<file path="config.mk">
export PLATFORM = sky130hd
export DESIGN_NAME = mdio_c45_master
export DESIGN_NICKNAME = d
export VERILOG_FILES = /design/src/rtl/mdio_pkg.sv /design/src/rtl/mdio_clk_gen.sv /design/src/rtl/mdio_frame_seq.sv /design/src/rtl/mdio_c45_master.sv
export SDC_FILE = /design/constraint.sdc
export NUM_CORES = 1
export LEC_CHECK = 0
export BUFFER_PORTS_ARGS = -buffer_cell sky130_fd_sc_hd__buf_2
export CAP_MARGIN = 30
export CORE_ASPECT_RATIO = 1.25
export CORE_MARGIN = 5
export CORE_UTILIZATION = 59
export DETAILED_ROUTE_END_ITERATION = 6
export GPL_ROUTABILITY_DRIVEN = 0
export PLACE_DENSITY = 0.81
export SYNTH_ARGS = -nofsm -noshare
export SYNTH_HDL_FRONTEND = slang
export SYNTH_SLANG_ARGS = --single-unit
export TNS_END_PERCENT = 10
</file>
<file path="constraint.sdc">
create_clock -name clk -period 3.27 [get_ports clk]
set_clock_uncertainty 0.1 [all_clocks]
set_input_delay 0.654 -clock clk [delete_from_list [all_inputs] [get_ports clk]]
set_output_delay 0.654 -clock clk [all_outputs]
set_load 0.01 [all_outputs]
</file>
<file path="src/rtl/mdio_pkg.sv">
// Shared definitions for the Clause 45 management master.
// Assumes frames of fixed length with a full 32-bit preamble.
package mdio_pkg;

    typedef enum logic [1:0] {
        OP_NONE   = 2'd0,
        OP_WRITE  = 2'd1,
        OP_RD_INC = 2'd2,
        OP_READ   = 2'd3
    } host_op_e;

    localparam int FRAME_BITS = 64;
    localparam int TA_POS     = 46;
    localparam int DATA_POS   = 48;

    // Half MDC period in system clocks for each speed select value.
    function automatic logic [7:0] half_period(input logic [2:0] sel);
        case (sel)
            3'd0:    return 8'd4;
            3'd1:    return 8'd8;
            3'd2:    return 8'd16;
            3'd3:    return 8'd32;
            3'd4:    return 8'd48;
            3'd5:    return 8'd64;
            3'd6:    return 8'd96;
            default: return 8'd128;
        endcase
    endfunction

    // Opcode placed on the wire for a host operation.
    function automatic logic [1:0] wire_op(input host_op_e op);
        case (op)
            OP_WRITE:  return 2'b01;
            OP_READ:   return 2'b11;
            OP_RD_INC: return 2'b10;
            default:   return 2'b00;
        endcase
    endfunction

    // Complete outgoing frame, MSB sent first.
    function automatic logic [FRAME_BITS-1:0] make_frame(input logic [1:0] op,
            input logic [4:0] prt, input logic [4:0] dev, input logic [15:0] val);
        return {32'hFFFF_FFFF, 2'b00, op, prt, dev, 2'b10, val};
    endfunction

endpackage

</file>
<file path="src/rtl/mdio_clk_gen.sv">
// MDC generator: while run is high it toggles mdc every half period
// chosen by sel, and flags the cycle before each edge. Assumes sel is
// held stable for the whole time run is high. MDC rests low.
module mdio_clk_gen #(
    parameter int CNT_W = 8
) (
    input  logic       clk,
    input  logic       rst_n,
    input  logic       run,
    input  logic [2:0] sel,
    output logic       mdc,
    output logic       rise,
    output logic       fall
);
    import mdio_pkg::*;

    logic [CNT_W-1:0] cnt;
    logic [CNT_W-1:0] half;
    logic             at_lim;

    // Half period for the selected speed.
    assign half   = CNT_W'(half_period(sel));
    assign at_lim = run && (cnt == half - 1'b1);
    assign rise   = at_lim && !mdc;
    assign fall   = at_lim && mdc;

    // Count each half period and toggle mdc at its end.
    always_ff @(posedge clk) begin
        if (!rst_n || !run) begin
            cnt <= '0;
            mdc <= 1'b0;
        end else if (at_lim) begin
            cnt <= '0;
            mdc <= ~mdc;
        end else begin
            cnt <= cnt + 1'b1;
        end
    end

    a_r6_idle_low: assert property (@(posedge clk) disable iff (!rst_n)
        !run |=> !mdc);

endmodule

</file>
<file path="src/rtl/mdio_frame_seq.sv">
// Frame sequencer: on start it latches the addresses and data, then
// shifts out an optional address frame and a data frame. It advances
// one bit per MDC fall and captures read data on MDC rises. Assumes
// rise/fall come from mdio_clk_gen, which runs while active is high.
module mdio_frame_seq (
    input  logic                clk,
    input  logic                rst_n,
    input  logic                start,
    input  logic                skip_addr,
    input  mdio_pkg::host_op_e  op,
    input  logic [4:0]          prtad,
    input  logic [4:0]          devad,
    input  logic [15:0]         regad,
    input  logic [15:0]         wdata,
    input  logic                rise,
    input  logic                fall,
    input  logic                mdio_i,
    output logic                active,
    output logic                done,
    output logic [15:0]         rdata,
    output logic                mdio_o,
    output logic                mdio_oe
);
    import mdio_pkg::*;

    localparam int IDX_W = $clog2(FRAME_BITS);
    localparam logic [IDX_W-1:0] LAST = IDX_W'(FRAME_BITS - 1);

    logic [FRAME_BITS-1:0] shreg;
    logic [IDX_W-1:0]      bitidx;
    logic                  in_data;
    logic [1:0]            op_q;
    logic [4:0]            prt_q, dev_q;
    logic [15:0]           wdata_q;
    logic                  rd_type;
    logic                  released;

    assign rd_type  = op_q[1];
    assign released = in_data && rd_type && (bitidx >= IDX_W'(TA_POS));
    assign done     = active && fall && in_data && (bitidx == LAST);
    assign mdio_oe  = active && !released;
    assign mdio_o   = mdio_oe ? shreg[FRAME_BITS-1] : 1'b0;

    // Load frames and step through the bits.
    always_ff @(posedge clk) begin
        if (!rst_n) begin
            active  <= 1'b0;
            in_data <= 1'b0;
            shreg   <= '0;
            bitidx  <= '0;
            op_q    <= 2'b00;
            prt_q   <= '0;
            dev_q   <= '0;
            wdata_q <= '0;
        end else if (start && !active) begin
            active  <= 1'b1;
            in_data <= skip_addr;
            bitidx  <= '0;
            op_q    <= wire_op(op);
            prt_q   <= prtad;
            dev_q   <= devad;
            wdata_q <= wdata;
            shreg   <= skip_addr ? make_frame(wire_op(op), prtad, devad, wdata)
                                 : make_frame(2'b00, prtad, devad, regad);
        end else if (active && fall) begin
            if (bitidx == LAST) begin
                if (!in_data) begin
                    in_data <= 1'b1;
                    bitidx  <= '0;
                    shreg   <= make_frame(op_q, prt_q, dev_q, wdata_q);
                end else begin
                    active <= 1'b0;
                end
            end else begin
                shreg  <= shreg << 1;
                bitidx <= bitidx + 1'b1;
            end
        end
    end

    // Shift in read data on MDC rises during the data phase.
    always_ff @(posedge clk) begin
        if (!rst_n) begin
            rdata <= '0;
        end else if (active && rise && in_data && rd_type &&
                     bitidx >= IDX_W'(DATA_POS)) begin
            rdata <= {rdata[14:0], mdio_i};
        end
    end

    a_r11_tx_on_fall: assert property (@(posedge clk) disable iff (!rst_n)
        ($past(active) && active && !$stable(shreg[FRAME_BITS-1])) |-> $past(fall));

endmodule

</file>
<file path="src/rtl/mdio_c45_master.sv">
// Top: host address/command registers around the MDC generator and
// frame sequencer. Busy is the sequencer's active flag. Command writes
// are dropped while busy. Address writes are taken at any time and
// latched by the sequencer only at command start.
module mdio_c45_master #(
    parameter int CNT_W = 8
) (
    input  logic        clk,
    input  logic        rst_n,
    input  logic        host_we,
    input  logic        host_sel,
    input  logic [31:0] host_wdata,
    output logic [31:0] host_rdata,
    output logic        mdc,
    output logic        mdio_o,
    output logic        mdio_oe,
    input  logic        mdio_i
);
    import mdio_pkg::*;

    logic [15:0] a_reg;
    logic [4:0]  a_prt, a_dev;
    logic [15:0] c_data;
    host_op_e    c_op;
    logic        c_skip;
    logic [2:0]  c_sel;
    logic        busy, seq_done, start, cmd_wr;
    logic        tick_rise, tick_fall;
    logic [15:0] seq_rdata;

    assign cmd_wr = host_we && host_sel && !busy;
    assign start  = cmd_wr && host_wdata[22] && (host_wdata[17:16] != 2'd0);

    // Host register writes and read data return.
    always_ff @(posedge clk) begin
        if (!rst_n) begin
            a_reg  <= '0;
            a_prt  <= '0;
            a_dev  <= '0;
            c_data <= '0;
            c_op   <= OP_NONE;
            c_skip <= 1'b0;
            c_sel  <= '0;
        end else begin
            if (host_we && !host_sel) begin
                a_reg <= host_wdata[15:0];
                a_prt <= host_wdata[20:16];
                a_dev <= host_wdata[25:21];
            end
            if (cmd_wr) begin
                c_data <= host_wdata[15:0];
                c_op   <= host_op_e'(host_wdata[17:16]);
                c_skip <= host_wdata[18];
                c_sel  <= host_wdata[21:19];
            end else if (seq_done && c_op[1]) begin
                c_data <= seq_rdata;
            end
        end
    end

    // Register read mux.
    always_comb begin
        if (host_sel)
            host_rdata = {9'd0, busy, c_sel, c_skip, c_op, c_data};
        else
            host_rdata = {6'd0, a_dev, a_prt, a_reg};
    end

    mdio_clk_gen #(.CNT_W(CNT_W)) u_clk (
        .clk  (clk),
        .rst_n(rst_n),
        .run  (busy),
        .sel  (c_sel),
        .mdc  (mdc),
        .rise (tick_rise),
        .fall (tick_fall)
    );

    mdio_frame_seq u_seq (
        .clk      (clk),
        .rst_n    (rst_n),
        .start    (start),
        .skip_addr(host_wdata[18]),
        .op       (host_op_e'(host_wdata[17:16])),
        .prtad    (a_prt),
        .devad    (a_dev),
        .regad    (a_reg),
        .wdata    (host_wdata[15:0]),
        .rise     (tick_rise),
        .fall     (tick_fall),
        .mdio_i   (mdio_i),
        .active   (busy),
        .done     (seq_done),
        .rdata    (seq_rdata),
        .mdio_o   (mdio_o),
        .mdio_oe  (mdio_oe)
    );

    a_r2_busy_after_start: assert property (@(posedge clk) disable iff (!rst_n)
        start |=> busy);

    a_r8_hold_while_busy: assert property (@(posedge clk) disable iff (!rst_n)
        (busy && host_we && host_sel) |=> ($stable(c_sel) && $stable(c_op) && $stable(c_skip)));

    a_r10_no_drive_idle: assert property (@(posedge clk) disable iff (!rst_n)
        !busy |-> (!mdio_oe && !mdc));

endmodule

</file>
-- Yosys cells after proc, flatten, opt, wreduce, memory -nomap -nowiden
Index checks and enable logic that the tools add are counted.
- register bits: 173
- input port bits: 37
- output and inout port bits: 35
- logic and storage cells: 96
- $add $sub $neg: 3
- order comparisons: 2
- equal/unequal tests: 13
- multiplexer cells: 20
- bitwise logic cells: 2
- reductions and logical operators: 38
- operators by type and width (cell ; count):
    2-to-1 mux 64 bit ; 4
    case mux 8 bit (7 select lines) ; 1
    2-to-1 mux 16 bit ; 2
    2-to-1 mux 30 bit ; 1
    2-to-1 mux 26 bit ; 1
    logical AND 1 bit ; 20
    >= comparator 6 bit (second input constant) ; 2
    2-to-1 mux 6 bit ; 2
    nonzero test 2 bit ; 5
    equality test 3 bit (second input constant) ; 3
    adder 8 x 1 -> 8 bit (second input constant) ; 1
    equality test 8 bit ; 1
    2-to-1 mux 1 bit ; 8
    subtractor 8 x 1 -> 8 bit (second input constant) ; 1
    adder 6 x 1 -> 6 bit (second input constant) ; 1
    equality test 3 x 2 -> 1 bit (second input constant) ; 2
    equality test 6 bit (second input constant) ; 1
    case mux 2 bit (3 select lines) ; 1
    AND reduction 2 bit ; 3
    zero test 1 bit ; 5
    equality test 2 bit (second input constant) ; 2
    OR reduction 2 bit ; 2
    equality test 3 x 1 -> 1 bit (second input constant) ; 1
    zero test 3 bit ; 1
    6 further kinds ; 7

-- Depth between registers and ports, before layout
Gate-level depths: netlist of run 1.
- depth in word-level cells: 12
- gate-level depth with buffers: 12

-- By module
A second synthesis of run 1 with hierarchy kept.
- cell total of the unflattened synthesis: 896
- area total of the unflattened synthesis: 8139.1 µm²
- modules (own cells, without submodules) (module ; instances ; cells an instance ; area an instance (µm²) ; seq. area each (µm²)):
    mdio_frame_seq ; 1 ; 550 ; 5031.1 ; 2322.2
    mdio_c45_master ; 1 ; 271 ; 2428.6 ; 960.9
    mdio_clk_gen ; 1 ; 75 ; 679.4 ; 180.2

-- Worst setup path before layout of run 1
No wires, ideal clock.
- kind: reg2reg
- start point: register c_sel[2]
- end point: register u_seq.shreg[34]
- setup time: 0.119 ns
- data arrival time: 2.603 ns
- path slack: 0.448 ns
- cell stages (with the launch flop): 11
- clock period less this slack: 2.822 ns
- path through: dfxtp_1 -> buf_6 -> or3_4 -> ha_1 -> or3b_1 -> o211ai_2 -> xor2_4 -> nor4_4 -> nand2_4 -> buf_6 -> o221a_1
- longest elaborated chain between the ends: 9
- elaborated cells between the ends (all ways): 15
- those cells by class: add/sub (1); eq/ne (7); mux (1); reduce/logical (6)
- ends and longest elaborated chain (item ; line ; RTL):
    start: declaration ; mdio_c45_master.sv:26 ; logic [2:0] c_sel;
    start signal: assignment ; mdio_c45_master.sv:54 ; c_sel <= host_wdata[21:19];
    equality test 3 bit (tied with other cells) ; mdio_pkg.sv:18 ; case (sel)
    case mux 8 bit (7 select lines) * ; mdio_pkg.sv:18 ;
    subtractor 8 x 1 -> 8 bit * ; mdio_clk_gen.sv:23 ; assign at_lim = run && (cnt == half - 1'b1);
    equality test 8 bit * ; mdio_clk_gen.sv:23 ;
    logical AND 1 bit * ; mdio_clk_gen.sv:23 ;
    logical AND 1 bit * ; mdio_clk_gen.sv:25 ; assign fall = at_lim && mdc;
    logical AND 1 bit * ; mdio_frame_seq.sv:65 ; end else if (active && fall) begin
    nonzero test 2 bit (no line) * ; n/a ;
    AND reduction 2 bit (no line) * ; n/a ;
    end signal: assignment ; mdio_frame_seq.sv:63 ; shreg <= skip_addr ? make_frame(wire_op(op), prtad, devad, wdata)
    end signal: assignment ; mdio_frame_seq.sv:70 ; shreg <= make_frame(op_q, prt_q, dev_q, wdata_q);
    end signal: assignment ; mdio_frame_seq.sv:75 ; shreg <= shreg << 1;
    end: declaration ; mdio_frame_seq.sv:29 ; logic [FRAME_BITS-1:0] shreg;
Mark *: on every way between the ends. The rest lies on a longest branch, timed or not.
A chain may end at the register's enable or synchronous reset.

-- Final worst setup path of run 1
- start point: register c_sel[2]
- end point: register u_seq.shreg[46]
Same word-level chain as after synthesis.

==> run summary, run 1 <==
Status -> completed
Slew @ Worst Pin -> 0.697 ns
Slew margin rel. -> 53.5%
Die H -> 138 µm
Tot Pwr -> 4.53 mW
Final Hold Vio Count -> 0
Finished Core Util -> 67.5%
Initial antenna violation count -> 0
Worst min path class -> reg2reg
RSZ-0062 raised after global routing -> false
Max reg flops -> 64
Most flop-heavy register -> u_seq.shreg
FP Rows -> 46
CP max stage cell -> or3_4
DRC -> 0
CP max stage delay -> 0.46 ns
Top post-synthesis cells by count -> 198 x nand2_1, 173 x dfxtp_1, 103 x a21oi_1, 62 x mux2i_1, 41 x clkbuf_1
Fmax -> 343 MHz
CP required -> 3.48 ns
Starting Density -> 60.4%
NumNets Final -> 932
Seq/Total Area, Yosys -> 44.9%
Switching pwr -> 1.05 mW
Post-synth ARST share -> 0%
Dpl hpwl -> 11500 µm
Critical path class -> reg2reg
Endpoints failing setup -> 0
Post-Synthesis Cell Area -> 0.00772 mm²
Critical Path Fanout Max -> 33
Antenna fix cells -> 0
Switch share -> 23.2%
Post-CTS sizing -> 0
Yosys warns -> 0
Most used DFF post-synth -> dfxtp_1
Worst skew pair latency -> 0.42 ns
Largest net degree at the start of global routing -> 51
Max Transition Viols Final -> 0
Critical path launch point -> c_sel[2]
Maximum VDD drop -> 462 µV
DR vias -> 6363
Post-synth EDFFs -> 0
Crit path DAT -> 3.12 ns
Worst setup SP type -> flop
R2R Path Start -> c_sel[2]
Pre-antenna DRT Iters -> 6
Sequential Power Share -> 49.0%
Total CTS buffers -> 17
Static leakage -> 3.44 nW
CTS clk-pin slew, worst paths -> 0.06 ns
Synth top area cells -> dfxtp_1 45%, nand2_1 9.6%, mux2i_1 8.0%
GRT Overall Usage -> 23.7%
I/O Buffers -> 59
Number of global-route vias before repair -> 6058
Post-CTS Setup Bufs -> 0
Post-route ant nets -> 0
Total internal power -> 3.48 mW
Post-Syn Area per Cell -> 8.96 µm²
Ports -> 72
Wire length per cell -> 16.9 µm
Crit path buffers/inverters -> 0
Synth Instances -> 861
PwrDens -> 525 mW/mm²
First-pass GRT wire length -> 29600 µm
Total core area -> 0.0128 mm²
Crit. End Element -> flop
Layout cells sized above 1 -> 17.1%
Biggest area consumer among synthesized cells -> dfxtp_1
Layout Area Growth over Synthesis -> 11.7%
Root Buffer -> clkbuf_16
Delay-heaviest family, CP -> simple AND/OR/NAND/NOR gates
DRT Wirelength -> 18100 µm
Initial DRC count -> 433
Period utilization -> 89.1%
Combinational Power Share -> 8.2%
Unique cell type count in the Yosys netlist -> 57
Crit path time final -> 2.92 ns
Bufs on Longest Clock Path -> 2
TritonCTS clock tree -> built
Total congestion overflow -> 0
Max Cap Viol -> 0
CTS Sinks -> 173
Hold path start -> u_seq.dev_q[0]
Seq cells post-synth -> 173
Htree depth -> 4
Drt via density -> 5.94
Post-synth top area share -> 44.9%
Most numerous cell in the Yosys netlist -> nand2_1
Critical path cell sequence -> or3_4 > ha_1 > xnor2_1 > xnor2_2 > nor4_4 > nand2_4 > o221a_1
Die Wd -> 112 µm
Filler cells -> 1041
Post-CTS Hold Fix Bufs -> 0
Die area -> 0.0155 mm²
Clock share of power -> 42.8%
Total Negative Setup Slacks -> 0 ns
[worst paths after layout]
path / to / slack [ns] / depth (start not counted)
worst max-delay path: u_seq.shreg[46] / 0.35 / 7
worst min register to register: u_seq.dev_q[0] / 0.36 / 2
worst min-delay path: u_seq.dev_q[0] / 0.36 / 2
worst max register to register: u_seq.shreg[46] / 0.35 / 7
[worst min-delay path, delay by kind of cell, from the launching register on]
kind / cells / cell delay [ns]
compound gates: 1 / 0.05
flops: 1 / 0.31
simple gates: 1 / 0.05
[power by group through the flow]
stage          registers [mW]  clock network (mW)  logic, mW
6_report                 2.22                1.94      0.372
4_1_cts                  2.22                1.96      0.371
3_3_place_gp             2.26                   0      0.362
2_1_floorplan            2.25                   0      0.271
5_1_grt                  2.22                2.05      0.404
3_5_place_dp             2.26                   0      0.366
[stage by stage]
| stage | cells | area, µm² | setup WS, ns | hold slack (ns) |
|---|---|---|---|---|
| floorplan | 866 | 7740 | 0.448 | 0.333 |
| global placement | 1041 | 8060 | 0.403 | 0.339 |
| detailed placement | 1041 | 8060 | 0.364 | 0.346 |
| CTS | 1071 | 8620 | 0.339 | 0.354 |
| global route | 1071 | 8620 | 0.208 | 0.371 |
| finish | 1071 | 8620 | 0.355 | 0.357 |
[kinds of logic after synthesis]
| logic type | synth area share (%) |
|---|---|
| AOI/OAI and AO/OA | 17.9 |
| xor gates and xnor gates | 2.29 |
| adders and majority gates | 0.486 |
| buffers and inverters | 5.64 |
| DFF | 44.9 |
| muxes | 11.5 |
| other | 0.0486 |
| and+or+nand+nor | 17.2 |
[layout by cell type, fill, tap and decap left out, drive strengths merged, types with 11 or more instances in the layout]
cell and instances:
o22a 11, o31ai 17, o221a 33, nor2 24
buf 83, nand2 201, a21oi 103, mux2i 62
clkbuf 23, mux2 24, o21ai 12, dfxtp 173
a31oi 11, nand3 34
[layout make-up]
type                       count  area [µm²]  area share (%)
clock buffer                  23         468            5.43
clock inverter                 7        90.1            1.04
inverter                       8        30.0           0.348
multi-input combinational    609        3850            44.6
sequential                   173        3460            40.2
tap                          168         210            2.44
timing repair buffer          83         513            5.95
[metal layers]
layer / share of wire [%] / up-vias / global-route usage, % / wire (µm)
li1: - / 3081 / - / -
met1: 43 / 3047 / 29.1 / 7790
met2: 49 / 199 / 41.4 / 8890
met3: 5.8 / 36 / 4.89 / 1050
met4: 2.2 / 0 / 8.68 / 404
met5: 0 / - / 0 / 0
Note: power is estimated with default switching activity, not from simulation.
==> run 2: changes to the inputs <==
--- a/config.mk
+++ b/config.mk
@@ -12,7 +12,10 @@
 export CORE_UTILIZATION = 59
 export DETAILED_ROUTE_END_ITERATION = 6
 export GPL_ROUTABILITY_DRIVEN = 0
+export HOLD_SLACK_MARGIN = 0.08
 export PLACE_DENSITY = 0.81
+export REMOVE_ABC_BUFFERS = 1
+export SLEW_MARGIN = 10
 export SYNTH_ARGS = -nofsm -noshare
 export SYNTH_HDL_FRONTEND = slang
 export SYNTH_SLANG_ARGS = --single-unit
==> run summary, run 2 (synthesis gave the netlist of run 1 again) <==
Maximum VDD drop -> 372 µV
Fmax -> 349 MHz
I/O Buffers -> 59
CP required -> 3.54 ns
Slew @ Worst Pin -> 0.654 ns
Commonest non-fill, non-tap cell in the layout -> nand2_1
Period utilization -> 87.7%
Total core area -> 0.0128 mm²
Initial DRC count -> 404
Wire length per cell -> 16.8 µm
Antenna fix cells -> 0
Drt via density -> 5.92
GRT Overall Usage -> 23.3%
CP max stage delay -> 0.46 ns
CP max stage cell -> or3_4
Status -> completed
Post-CTS Hold Fix Bufs -> 0
Largest net degree at the start of global routing -> 47
Critical path cell sequence -> or3_4 > ha_1 > xnor2_1 > xor2_1 > nand4_2 > nand2_2 > buf_12 > o221a_1
Critical path class -> reg2reg
Crit path buffers/inverters -> 1
Ports -> 72
DRC -> 0
Slew margin rel. -> 56.4%
Crit path DAT -> 3.13 ns
Die Wd -> 112 µm
FP Rows -> 46
Die H -> 138 µm
TritonCTS clock tree -> built
CTS clk-pin slew, worst paths -> 0.06 ns
Static leakage -> 3.46 nW
Most flop-heavy register -> u_seq.shreg
Most frequent cells in the layout -> 198 x nand2_1, 173 x dfxtp_1, 103 x a21oi_1
Total congestion overflow -> 0
Post-CTS sizing -> 0
DRT Wirelength -> 18000 µm
Final Hold Vio Count -> 0
First-pass GRT wire length -> 29400 µm
DR vias -> 6338
Initial antenna violation count -> 0
DP Cell Count -> 1039
Bufs on Longest Clock Path -> 2
Critical Path Fanout Max -> 37
Max reg flops -> 64
Filler cells -> 1044
Pre-antenna DRT Iters -> 5
Layout Area Growth over Synthesis -> 12.3%
Die area -> 0.0155 mm²
Max Cap Viol -> 0
Endpoints failing setup -> 0
Root Buffer -> clkbuf_16
NumNets Final -> 930
PwrDens -> 534 mW/mm²
Crit. End Element -> flop
Worst setup SP type -> flop
Crit path time final -> 2.87 ns
Delay-heaviest family, CP -> simple AND/OR/NAND/NOR gates
Post-route ant nets -> 0
Dpl hpwl -> 11400 µm
Number of global-route vias before repair -> 6132
Pre-CTS setup slack -> 0.430 ns
Final worst setup slack -> 0.402 ns
RSZ-0062 raised after global routing -> false
Max Transition Viols Final -> 0
Worst min path class -> reg2reg
Post-CTS Setup Bufs -> 0
CTS Sinks -> 173
Final Non-Filler Cells -> 1071
Layout cells sized above 1 -> 17.5%
Starting Density -> 60.4%
Htree depth -> 4
Worst skew pair latency -> 0.43 ns
Total CTS buffers -> 17
[run 2: changes by cell type in the layout (fill, tap and decap cells not counted), sizes merged]
cell / delta
buf: -2
clkinvlp: +1
inv: +1
[run 2: final timing paths]
check	start	endpoint	slack, ns	depth (start not counted)
setup / recovery	c_sel[2]	u_seq.shreg[35]	0.40	8
setup reg to reg	c_sel[2]	u_seq.shreg[35]	0.40	8
hold / removal	u_seq.wdata_q[2]	u_seq.wdata_q[2]	0.35	2
hold reg to reg	u_seq.wdata_q[2]	u_seq.wdata_q[2]	0.35	2
[run 2: routing by layer]
layer	wire length [µm]	global-route usage [%]	part of all wire, %
met1	7560	28.0	42
met4	481	9.89	2.7
met5	0	0	0
met3	830	4.23	4.6
met2	9100	41.1	51
[run 2: area by class of cell]
type | instances | area, µm² | area share (%)
tap | 168 | 210 | 2.43
clock buffer | 23 | 498 | 5.75
timing repair buffer | 81 | 510 | 5.89
inverter | 8 | 30.0 | 0.346
clock inverter | 9 | 106 | 1.23
multi-input combinational | 609 | 3850 | 44.4
sequential | 173 | 3460 | 40.0
[run 2: power by group]
group          switching, mW  total [mW]  internal [mW]
Combinational          0.219       0.370          0.151
Sequential            0.0429        2.22           2.17
Clock                  0.817        2.04           1.22
[run 2: worst reg2reg max path, cell delays in order (launching register included)]
cell     delay [ns]
dfxtp_1        0.40
or3_4          0.46
ha_1           0.26
xnor2_1        0.36
xor2_1         0.34
nand4_2        0.21
nand2_2        0.24
buf_12         0.23
o221a_1        0.22
[run 2: per-stage QoR]
step | utilization, % | instance area, µm² | power, mW | hold slack [ns] | setup TNS (ns)
final | 67.8 | 8670 | 4.63 | 0.353 | 0
after global placement | 63.1 | 8060 | 2.62 | 0.339 | 0
after floorplan | - | 7330 | 2.47 | 0.333 | -29.76
after detailed placement | 63.1 | 8060 | 2.63 | 0.347 | 0
after global routing | 67.8 | 8670 | 4.78 | 0.369 | 0
after CTS | 67.8 | 8670 | 4.65 | 0.355 | 0
==> run 3: changes to the inputs <==
--- a/config.mk
+++ b/config.mk
@@ -9,11 +9,11 @@
 export CAP_MARGIN = 30
 export CORE_ASPECT_RATIO = 1.25
 export CORE_MARGIN = 5
-export CORE_UTILIZATION = 59
+export CORE_UTILIZATION = 45
 export DETAILED_ROUTE_END_ITERATION = 6
 export GPL_ROUTABILITY_DRIVEN = 0
 export HOLD_SLACK_MARGIN = 0.08
-export PLACE_DENSITY = 0.81
+export PLACE_DENSITY = 0.65
 export REMOVE_ABC_BUFFERS = 1
 export SLEW_MARGIN = 10
 export SYNTH_ARGS = -nofsm -noshare
==> run summary, run 3 (synthesis gave the netlist of run 1 again) <==
WHS -> 0.353 ns
First-pass GRT wire length -> 30000 µm
RSZ-0062 raised after global routing -> false
Critical Path Fanout Max -> 16
DRC -> 0
Dpl hpwl -> 11600 µm
CTS clk-pin slew, worst paths -> 0.07 ns
Most frequent cells in the layout -> 198 x nand2_1, 173 x dfxtp_1, 103 x a21oi_1
Delay-heaviest family, CP -> simple AND/OR/NAND/NOR gates
CP max stage delay -> 0.46 ns
Crit path buffers/inverters -> 0
Initial DRC count -> 427
GRT Overall Usage -> 18.8%
Max reg flops -> 64
Die Wd -> 127 µm
Max Cap Viol -> 0
Most flop-heavy register -> u_seq.shreg
Largest net degree at the start of global routing -> 61
Final Non-Filler Cells -> 1125
Static leakage -> 3.45 nW
Crit. End Element -> flop
Worst skew pair latency -> 0.43 ns
Final Hold Vio Count -> 0
Worst min path class -> reg2reg
I/O Buffers -> 59
Total core area -> 0.0168 mm²
Worst setup SP type -> flop
TritonCTS clock tree -> built
Initial antenna violation count -> 0
DRT Wirelength -> 18400 µm
Period utilization -> 88.4%
Die area -> 0.0199 mm²
Critical path class -> reg2reg
DR vias -> 6176
Crit path time final -> 2.89 ns
Filler cells -> 1639
Layout Area Growth over Synthesis -> 12.8%
Antenna fix cells -> 0
Number of global-route vias before repair -> 5918
Crit path DAT -> 3.08 ns
CP max stage cell -> or3_4
Layout cells sized above 1 -> 17.7%
Post-CTS Setup Bufs -> 0
Slew @ Worst Pin -> 0.751 ns
Post-CTS sizing -> 0
FP Rows -> 53
Total Negative Setup Slacks -> 0 ns
Bufs on Longest Clock Path -> 2
Critical path cell sequence -> or3_4 > ha_1 > or3b_1 > o211ai_2 > xor2_4 > nor3_2 > nand2_2 > mux2i_1
CTS Sinks -> 173
Status -> completed
Die H -> 156 µm
Total congestion overflow -> 0
Ports -> 72
Maximum VDD drop -> 422 µV
Post-placement cell area -> 0.00813 mm²
Commonest non-fill, non-tap cell in the layout -> nand2_1
CP required -> 3.46 ns
Endpoints failing setup -> 0
Root Buffer -> clkbuf_16
PwrDens -> 523 mW/mm²
Pre-antenna DRT Iters -> 5
Drt via density -> 5.49
Slew margin rel. -> 49.9%
Max Transition Viols Final -> 0
DP Cell Count -> 1093
Fmax -> 346 MHz
Starting Density -> 45.8%
Total CTS buffers -> 17
Wire length per cell -> 16.3 µm
Finished Core Util -> 51.7%
Finished Cell Area -> 0.00871 mm²
Htree depth -> 4
NumNets Final -> 932
Post-CTS Hold Fix Bufs -> 0
Post-route ant nets -> 0
[run 3: changes by cell type in the layout (fill, tap and decap cells not counted)]
cell / change
clkinv_4: +5
bufinv_16: -1
clkinvlp_4: -1
buf_12: -1
clkinv_2: -2
inv_8: +2
buf_4: +3
clkbuf_8: -4
inv_6: +1
[run 3: power by group]
part           leakage (nW)  internal (mW)  switching, mW
Combinational          1.77          0.150          0.219
Clock                 0.278           1.09          0.885
Sequential             1.41           2.17         0.0422
[run 3: routing by layer]
| layer | up-vias | share of wire [%] | global-route usage (%) |
|---|---|---|---|
| li1 | 3088 | - | - |
| met1 | 2950 | 44 | 23.3 |
| met2 | 119 | 50 | 32.4 |
| met3 | 19 | 3.8 | 4.54 |
| met4 | 0 | 1.4 | 5.42 |
| met5 | - | 0 | 0 |
[run 3: layout make-up]
class	instances	area [µm²]	area share (%)
multi-input cells	609	3850	44.2
flip-flops and latches	173	3460	39.8
repair buffers	83	513	5.89
clock buffers	19	443	5.09
well taps	220	275	3.16
clock inverters	13	134	1.54
inverters	8	30.0	0.345
[run 3: stage by stage]
step           power [mW]  setup WS [ns]
6_report             4.56          0.381
3_5_place_dp         2.63          0.395
3_3_place_gp         2.63          0.431
4_1_cts              4.60          0.386
2_1_floorplan        2.47         -0.543
5_1_grt              4.73          0.216
[run 3: path summary, 6_finish.rpt]
kind / start / to / slack, ns / cells past startpoint
worst max-delay path: c_sel[2] / u_seq.rdata[6] / 0.38 / 8
worst min-delay path: c_skip / c_skip / 0.35 / 2
worst max register to register: c_sel[2] / u_seq.rdata[6] / 0.38 / 8
worst min register to register: c_skip / c_skip / 0.35 / 2
[run 3: tightest hold or removal path, cell delays in order, from the launching register on]
cell,delay [ns]
dfxtp_1,0.31
nand2_1,0.05
a21oi_1,0.05
